`src/rtl/acc_alu_pkg.sv`:
```
package acc_alu_pkg;

    localparam int DW      = 8;
    localparam int FW      = 8;
    localparam int OPW     = 5;

    localparam int FL_GIE   = 0;
    localparam int FL_ZERO  = 1;
    localparam int FL_CARRY = 2;
    localparam int FL_SUPER = 3;
    localparam int FL_BANK  = 4;
    localparam int FL_USED  = 5;

    typedef enum logic [OPW-1:0] {
        OP_ADD  = 5'd0,
        OP_ADC  = 5'd1,
        OP_SUB  = 5'd2,
        OP_SBB  = 5'd3,
        OP_AND  = 5'd4,
        OP_OR   = 5'd5,
        OP_XOR  = 5'd6,
        OP_CMP  = 5'd7,
        OP_TST  = 5'd8,
        OP_CPL  = 5'd9,
        OP_INC  = 5'd10,
        OP_ASL  = 5'd11,
        OP_ASR  = 5'd12,
        OP_RLC  = 5'd13,
        OP_RRC  = 5'd14,
        OP_MOV  = 5'd15,
        OP_FAND = 5'd16,
        OP_FOR  = 5'd17,
        OP_FXOR = 5'd18
    } alu_op_e;

    typedef enum logic [1:0] {
        BW_AND = 2'd0,
        BW_OR  = 2'd1,
        BW_XOR = 2'd2,
        BW_NOT = 2'd3
    } bw_sel_e;

    typedef enum logic [1:0] {
        SH_ASL = 2'd0,
        SH_ASR = 2'd1,
        SH_RLC = 2'd2,
        SH_RRC = 2'd3
    } sh_sel_e;

endpackage

```
`src/rtl/alu_addsub.sv`:
```
module alu_addsub #(
    parameter int W = 8
) (
    input  logic [W-1:0] a,
    input  logic [W-1:0] b,
    input  logic         cin,
    input  logic         sub,
    output logic [W-1:0] sum,
    output logic         cout
);
    localparam int SW = W + 1;

    logic [SW-1:0] full;
    logic [W-1:0]  b_eff;
    logic          c_eff;

    // Subtraction as a + ~b + ~borrow; carry out inverted into a borrow flag.
    always_comb begin
        b_eff = sub ? ~b : b;
        c_eff = sub ? ~cin : cin;
        full  = {1'b0, a} + {1'b0, b_eff} + {{W{1'b0}}, c_eff};
        sum   = full[W-1:0];
        cout  = sub ? ~full[W] : full[W];
    end
endmodule

```
`src/rtl/alu_bitwise.sv`:
```
module alu_bitwise
    import acc_alu_pkg::*;
#(
    parameter int W = 8
) (
    input  logic [W-1:0] a,
    input  logic [W-1:0] b,
    input  bw_sel_e      sel,
    output logic [W-1:0] y
);
    for (genvar i = 0; i < W; i++) begin : g_bit
        always_comb begin
            case (sel)
                BW_AND:  y[i] = a[i] & b[i];
                BW_OR:   y[i] = a[i] | b[i];
                BW_XOR:  y[i] = a[i] ^ b[i];
                default: y[i] = ~a[i];
            endcase
        end
    end
endmodule

```
`src/rtl/alu_shifter.sv`:
```
module alu_shifter
    import acc_alu_pkg::*;
#(
    parameter int W = 8
) (
    input  logic [W-1:0] a,
    input  logic         cin,
    input  sh_sel_e      sel,
    output logic [W-1:0] y,
    output logic         cout
);
    localparam int MSB = W - 1;

    always_comb begin
        case (sel)
            SH_ASL: begin
                y    = {a[MSB-1:0], 1'b0};
                cout = a[MSB];
            end
            SH_ASR: begin
                y    = {a[MSB], a[MSB:1]};
                cout = a[0];
            end
            SH_RLC: begin
                y    = {a[MSB-1:0], cin};
                cout = a[MSB];
            end
            default: begin
                y    = {cin, a[MSB:1]};
                cout = a[0];
            end
        endcase
    end
endmodule

```
`src/rtl/alu_flag_logic.sv`:
```
module alu_flag_logic
    import acc_alu_pkg::*;
(
    input  logic [FW-1:0] flags,
    input  logic [FW-1:0] mask,
    input  bw_sel_e       sel,
    output logic [FW-1:0] y
);
    logic [FW-1:0] raw;

    alu_bitwise #(.W(FW)) i_bw (
        .a   (flags),
        .b   (mask),
        .sel (sel),
        .y   (raw)
    );

    // Supervisor is not writable here; reserved bits read as zero.
    always_comb begin
        y           = raw;
        y[FL_SUPER] = flags[FL_SUPER];
        y[FW-1:FL_USED] = '0;
    end
endmodule

```
`src/rtl/acc_alu_core.sv`:
```
module acc_alu_core
    import acc_alu_pkg::*;
#(
    parameter int W = DW
) (
    input  logic          clk,
    input  logic          rst_n,
    input  logic          op_valid,
    input  logic [OPW-1:0] op_code,
    input  logic [W-1:0]  opnd_a,
    input  logic [W-1:0]  opnd_b,
    input  logic [FW-1:0] flags_in,
    output logic [W-1:0]  res_out,
    output logic [FW-1:0] flags_out,
    output logic          res_valid
);
    typedef struct packed {
        logic [W-1:0]  res;
        logic [FW-1:0] flg;
        logic          vld;
    } core_state_t;

    core_state_t st_d, st_q;
    alu_op_e     op;

    // adder controls and outputs
    logic [W-1:0] as_b;
    logic         as_cin, as_sub, as_cout;
    logic [W-1:0] as_sum;

    // bitwise unit
    bw_sel_e      bw_sel;
    logic [W-1:0] bw_y;

    // shifter
    sh_sel_e      sh_sel;
    logic [W-1:0] sh_y;
    logic         sh_cout;

    // flag-byte logic
    bw_sel_e       fl_sel;
    logic [FW-1:0] fl_y;

    logic c_in;

    assign op   = alu_op_e'(op_code);
    assign c_in = flags_in[FL_CARRY];

    always_comb begin
        as_b   = opnd_b;
        as_cin = 1'b0;
        as_sub = 1'b0;
        case (op)
            OP_ADC:         as_cin = c_in;
            OP_SUB, OP_CMP: as_sub = 1'b1;
            OP_SBB: begin
                as_sub = 1'b1;
                as_cin = c_in;
            end
            OP_INC: begin
                as_b   = '0;
                as_cin = 1'b1;
            end
            default: ;
        endcase
    end

    always_comb begin
        case (op)
            OP_OR:   bw_sel = BW_OR;
            OP_XOR:  bw_sel = BW_XOR;
            OP_CPL:  bw_sel = BW_NOT;
            default: bw_sel = BW_AND;
        endcase
        case (op)
            OP_ASR:  sh_sel = SH_ASR;
            OP_RLC:  sh_sel = SH_RLC;
            OP_RRC:  sh_sel = SH_RRC;
            default: sh_sel = SH_ASL;
        endcase
        case (op)
            OP_FOR:  fl_sel = BW_OR;
            OP_FXOR: fl_sel = BW_XOR;
            default: fl_sel = BW_AND;
        endcase
    end

    alu_addsub #(.W(W)) i_addsub (
        .a    (opnd_a),
        .b    (as_b),
        .cin  (as_cin),
        .sub  (as_sub),
        .sum  (as_sum),
        .cout (as_cout)
    );

    alu_bitwise #(.W(W)) i_bitwise (
        .a   (opnd_a),
        .b   (opnd_b),
        .sel (bw_sel),
        .y   (bw_y)
    );

    alu_shifter #(.W(W)) i_shifter (
        .a    (opnd_a),
        .cin  (c_in),
        .sel  (sh_sel),
        .y    (sh_y),
        .cout (sh_cout)
    );

    alu_flag_logic i_flag_logic (
        .flags (flags_in),
        .mask  (opnd_b[FW-1:0]),
        .sel   (fl_sel),
        .y     (fl_y)
    );

    // next-state computation
    always_comb begin
        logic [W-1:0]  r;
        logic [FW-1:0] f;
        logic          c, z;

        st_d     = st_q;
        st_d.vld = op_valid;

        r = opnd_a;
        c = c_in;
        z = flags_in[FL_ZERO];
        f = flags_in;
        f[FW-1:FL_USED] = '0;

        case (op)
            OP_ADD, OP_ADC, OP_SUB, OP_SBB, OP_INC: begin
                r = as_sum;
                c = as_cout;
                z = ~|as_sum;
            end
            OP_AND, OP_OR, OP_XOR, OP_CPL: begin
                r = bw_y;
                z = ~|bw_y;
            end
            OP_CMP: begin
                c = as_cout;
                z = ~|as_sum;
            end
            OP_TST: begin
                z = ~|bw_y;
            end
            OP_ASL, OP_ASR, OP_RLC, OP_RRC: begin
                r = sh_y;
                c = sh_cout;
                z = ~|sh_y;
            end
            OP_MOV: begin
                r = opnd_b;
                z = ~|opnd_b;
            end
            default: ;
        endcase

        f[FL_CARRY] = c;
        f[FL_ZERO]  = z;
        if (op == OP_FAND || op == OP_FOR || op == OP_FXOR) begin
            f = fl_y;
        end

        if (op_valid) begin
            st_d.res = r;
            st_d.flg = f;
        end
    end

    always_ff @(posedge clk or negedge rst_n) begin
        if (!rst_n) begin
            st_q <= '0;
        end else begin
            st_q <= st_d;
        end
    end

    assign res_out   = st_q.res;
    assign flags_out = st_q.flg;
    assign res_valid = st_q.vld;

endmodule

```
`config.mk`:
```
export PLATFORM = sky130hd
export DESIGN_NAME = acc_alu_core
export DESIGN_NICKNAME = d
export VERILOG_FILES = /design/src/rtl/acc_alu_pkg.sv /design/src/rtl/alu_addsub.sv /design/src/rtl/alu_bitwise.sv /design/src/rtl/alu_shifter.sv /design/src/rtl/alu_flag_logic.sv /design/src/rtl/acc_alu_core.sv
export SDC_FILE = /design/constraint.sdc
export NUM_CORES = 1
export LEC_CHECK = 0
export ABC_AREA = 1
export BUFFER_PORTS_ARGS = -buffer_cell sky130_fd_sc_hd__clkbuf_2
export CAP_MARGIN = 20
export CORE_MARGIN = 2
export CORE_UTILIZATION = 57
export DETAILED_ROUTE_END_ITERATION = 8
export PLACE_DENSITY = 0.82
export SYNTH_ARGS = -nofsm -noshare
export SYNTH_HDL_FRONTEND = slang
export SYNTH_SLANG_ARGS = --single-unit
export TNS_END_PERCENT = 50
```
`constraint.sdc`:
```
create_clock -name clk -period 0.85 [get_ports clk]
set_input_delay 0.085 -clock clk [delete_from_list [all_inputs] [get_ports clk]]
set_output_delay 0.085 -clock clk [all_outputs]
set_load 0.01 [all_outputs]
```
==> results.ini, run 1 <==
[run_status]
outcome=stopped before the end
flow.stopped_at=global routing (5_1_grt)
error=[ERROR DPL-0038] Utilization greater than 100%, impossible to legalize

[floorplanning]
start_util_pct=58.74
io_pins=49
die_height_um=70.52
number_of_rows_created_at_floorplan=24
dieWidth_um=70.52

[place]
place.gp.congestion=1.077
post-dp-hpwl_mm=7.911
io_buffer_count=42

[synthesis]
synth_flop_cell=sky130_fd_sc_hd__dfrtp_1
postSynthRegisterBits=14
synth_commonest_cells=sky130_fd_sc_hd__nand2_1, sky130_fd_sc_hd__inv_1, sky130_fd_sc_hd__ha_1
synth_area_per_cell_um2=6.213
syn-cell-area_mm2=0.002522
yosysMostFrequentCell=sky130_fd_sc_hd__nand2_1
synth-edff-count=0
postSynth.asyncResetShare_pct=100.0
post_syn_instances=406
synth_top_area_cell=sky130_fd_sc_hd__nand2_1
synth.top_cells.by_area=sky130_fd_sc_hd__nand2_1, sky130_fd_sc_hd__ha_1, sky130_fd_sc_hd__dfrtp_1
synth_top_cell_area_share_pct=19.20
post_synth_num_cell_types=43
synth_seq_area_share_pct=13.89
ys.warnings.count=0

[cts]
max_buffers_root_to_sink=2
cts_sinks=14
tritoncts.num_buffers=3
cts_max_level=1
cts-root-buf=sky130_fd_sc_hd__clkbuf_8

[global_route]
maximum_number_of_pins_on_one_net_before_global_route_repair=15

[timing]
postGrtWorstEndpoint=flags_out[1]$_DFFE_PN0P_/D
worstEpCategory=sequential cell input

-- metrics by stage --
step	hold WS, ns	setup slack, ns	setup TNS (ns)	std cells	area, um^2
3_5_place_dp	0.006037	-1.773	-16.59	590	3577
2_1_floorplan	-0.2106	-1.630	-13.39	408	2628
4_1_cts	0.03492	-1.420	-12.30	602	3889
3_3_place_gp	-0.004966	-1.691	-15.69	590	3577
-- cells by family after synthesis --
kind of cell	Yosys count	synth area share [%]
other cells	1	0.1487
simple gates	229	41.42
compound gates	50	12.70
xor+xnor	10	3.472
flops	14	13.89
fa+ha+maj	33	16.96
buf+inv	69	11.41
-- what timing repair did --
| action | 4_1_cts |
|---|---|
| resized for setup | 47 |
| endpoints found under the hold margin | 14 |
| setup buffers | 7 |
| setup endpoints to repair | 12 |
| pin swaps | 31 |
| hold buffers | 1 |
==> inputs of run 2 (changes only) <==
--- a/config.mk
+++ b/config.mk
@@ -9,9 +9,9 @@
 export BUFFER_PORTS_ARGS = -buffer_cell sky130_fd_sc_hd__clkbuf_2
 export CAP_MARGIN = 20
 export CORE_MARGIN = 2
-export CORE_UTILIZATION = 57
+export CORE_UTILIZATION = 40
 export DETAILED_ROUTE_END_ITERATION = 8
-export PLACE_DENSITY = 0.82
+export PLACE_DENSITY_LB_ADDON = 0.15
 export SYNTH_ARGS = -nofsm -noshare
 export SYNTH_HDL_FRONTEND = slang
 export SYNTH_SLANG_ARGS = --single-unit
==> results.ini, run 2 <==
[timing]
tns_ns=-13.06
worst_hold_slack_ns=0.03652
maxClockFrequency_mhz=437.7
finalSetupViolations=17
worst_clock_skew_ns=0
min_period_over_period_pct=268.8
finalWorstSetupSlack_ns=-1.435
final_hold_viol_count=0
grt_setup_unrepaired=true
drv_slew=0
finalWorstPathRequiredPeriod_ns=2.285

[place]
place.gp.congestion=0.9527  ; was 1.077
dp_slack_ns=-1.789  ; was -1.773 ns
placed_cells=614  ; was 590
io_buffer_count=42  ; unchanged
post-dp-hpwl_mm=7.560  ; was 7.911 mm

[layout]
fillers=522
multi_input_area_mm2=0.002195
mostFrequentLayoutCells=sky130_fd_sc_hd__nand2_1, sky130_fd_sc_hd__buf_4, sky130_fd_sc_hd__inv_1
area_overhead_vs_synth_pct=62.00
final_net_count=619
largest_reg_flops=8
finish.cell_count_without_fillers=628
final_layout_size_suffix_gt1_share_pct=42.13
antenna-diode-count=0
finish.utilization_pct=68.21
layout.area.seq_um2=350.3
layout_commonest_cell=sky130_fd_sc_hd__nand2_1

[worst_setup_path]
critPathMaxFanout=4
crit_path_top_delay_cell=sky130_fd_sc_hd__fa_2
cp_cell_sequence=clkbuf_8 > nor2_4 > nand2_4 > o21ai_4 > xnor2_2 > fa_2 > inv_2 > fa_2 > inv_1 > nor2_1 > nand2_1 > a21oi_2 > nand3_1 > nor3_2 > nor2_1 > nand3_1 > nand2_2 > a21oi_2
critical_path_class=input pin to flop
rr_endpoint=res_out[3]
cp_slowest_stage_delay_ns=0.52
worstSetupStartpoint=op_code[3]
crit_buf_inv=3
start_kind=input pin
worst_ep_required_time_ns=1.04
worst_path_dominant_cell_family=simple AND/OR/NAND/NOR gates
capture_point_of_the_worst_path=flags_out[1]
r2r_slack_ns=0.09
worst_setup_end_kind=flop
data_arrival_time_of_the_worst_path_ns=2.47
critical_path_depth=18
r2r-start=res_out[3]
timing.reg2reg.worst_path_depth=2

[floorplanning]
dieWidth_um=83.41  ; was 70.52 um
fp.coreArea_mm2=0.005991
start_util_pct=42.11  ; was 58.74%
dieArea_mm2=0.006957
die_height_um=83.41  ; was 70.52 um
number_of_rows_created_at_floorplan=28  ; was 24
io_pins=49  ; unchanged

[global_route]
grtUsageMet3_pct=4.076
global_route.overflow_total=0
maximum_number_of_pins_on_one_net_before_global_route_repair=15
grt_use_total_pct=27.77
met2_usage_pct=48.46
grt_pass1_vias=3306
global_route_wire_length_before_repair_mm=15.67
antenna_found_initial=0
grtUsageMet1_pct=34.41
grt_busiest_layer=met2

[power_and_ir_drop]
vdd.ir_drop.worst_uv=678.6
p_per_area_mw_per_mm2=926.6
power.static_leakage_uw=0.002223

[cts]
tritoncts.num_buffers=3  ; unchanged
clk_lat_worst_skew_ns=0.25
cts_sinks=14  ; unchanged
clk_pin_slew_ns=0.06
max_buffers_root_to_sink=2  ; unchanged
cts_max_level=1  ; unchanged
tritoncts=yes
cts-root-buf=sky130_fd_sc_hd__clkbuf_8  ; unchanged

[synthesis]
synth.top_cells.by_area=sky130_fd_sc_hd__nand2_1, sky130_fd_sc_hd__ha_1, sky130_fd_sc_hd__dfrtp_1  ; unchanged
synth_flop_cell=sky130_fd_sc_hd__dfrtp_1  ; unchanged
syn-cell-area_mm2=0.002522  ; unchanged
post_syn_instances=406  ; unchanged
post_synth_num_cell_types=43  ; unchanged
ys.warnings.count=0  ; unchanged
yosysMostFrequentCell=sky130_fd_sc_hd__nand2_1  ; unchanged
synth_seq_area_share_pct=13.89  ; unchanged
synth_top_area_cell=sky130_fd_sc_hd__nand2_1  ; unchanged
synth-edff-count=0  ; unchanged
synth_top_cell_area_share_pct=19.20  ; unchanged
synth_area_per_cell_um2=6.213  ; unchanged
postSynth.asyncResetShare_pct=100.0  ; unchanged
postSynthRegisterBits=14  ; unchanged
synth_commonest_cells=sky130_fd_sc_hd__nand2_1, sky130_fd_sc_hd__inv_1, sky130_fd_sc_hd__ha_1  ; unchanged

[detailed_routing]
drt-wirelength-per-cell_um=15.26
total_number_of_vias=3302
drt_pre_antenna_iters=5
drt_wl_total_mm=9.582
drtAntennaViolNets=0
routed_via_density=5.258
detailedRoute.firstIterationViolations=264
remaining_drc_errors=0

[min_path]
min_path_type=input pin to flop
min_from=flags_in[3]

[run_status]
violated_checks=setup timing
outcome=finished with violations  ; was stopped before the end

[job]
maxCapViolCount=0

==> run 2: cell counts after synthesis <==
Identical to the previous run, type by type.
==> run 2: stage by stage <==
step / instance area [um^2] / total power, uW
floorplan: 2628 / 1828
global placement: 3613 / 2728
detailed placement: 3613 / 2752
CTS: 3963 / 3665
global route: 4086 / 4058
finish: 4086 / 3786
==> run 2: what timing repair did <==
item | in CTS | in global routing
hold buffers | 1 | 0
pin swaps | 31 | 13
gates resized for setup | 54 | 28
endpoints found under the hold margin | 14 | 0
buffers inserted | 4 | 8
endpoints found under the setup margin | 20 | 25
==> run 2: power breakdown <==
group	internal [uW]	switching, uW	leakage [uW]
registers	754	49.6	0.000168
clock network	411	263	0.0000288
logic	1070	1240	0.00203
total	2230	1550	0.00222
==> run 2: final cells by class <==
type / count / area share (%)
Clock buffer: 4 / 1.347
Inverter: 60 / 6.062
Multi-Input combinational cell: 325 / 53.70
Sequential cell: 14 / 8.573
Tap cell: 75 / 2.296
Timing Repair Buffer: 150 / 28.02
==> run 2: tightest hold or removal path, stage by stage <==
cell and delay, ns:
sky130_fd_sc_hd__clkbuf_2 0.08, sky130_fd_sc_hd__nand2_1 0.04, sky130_fd_sc_hd__nand2_1 0.05
==> run 2: layer usage <==
metal | wire length (um) | share of wire (%)
met3 | 631 | 6.6
met5 | 0 | 0
met1 | 3949 | 41
met4 | 341 | 3.6
met2 | 4660 | 49
==> run 2: worst min-delay path by stage <==
stage,to,slack [ns],cells past startpoint
after floorplan,flags_out[0],-0.21,0
after global placement,flags_out[4],0.007,1
after global routing,flags_out[3],0.05,3
after CTS,flags_out[3],0.03,3
after detailed placement,flags_out[4],0.02,1
final,flags_out[3],0.04,3
==> run 2: logic make-up after synthesis <==
logic type	synth area share [%]
AOI/OAI and AO/OA	12.70
xor gates and xnor gates	3.472
adders and majority gates	16.96
buffers and inverters	11.41
DFF	13.89
other	0.1487
and+or+nand+nor	41.42
No activity file was read; power rests on OpenSTA's default activity.
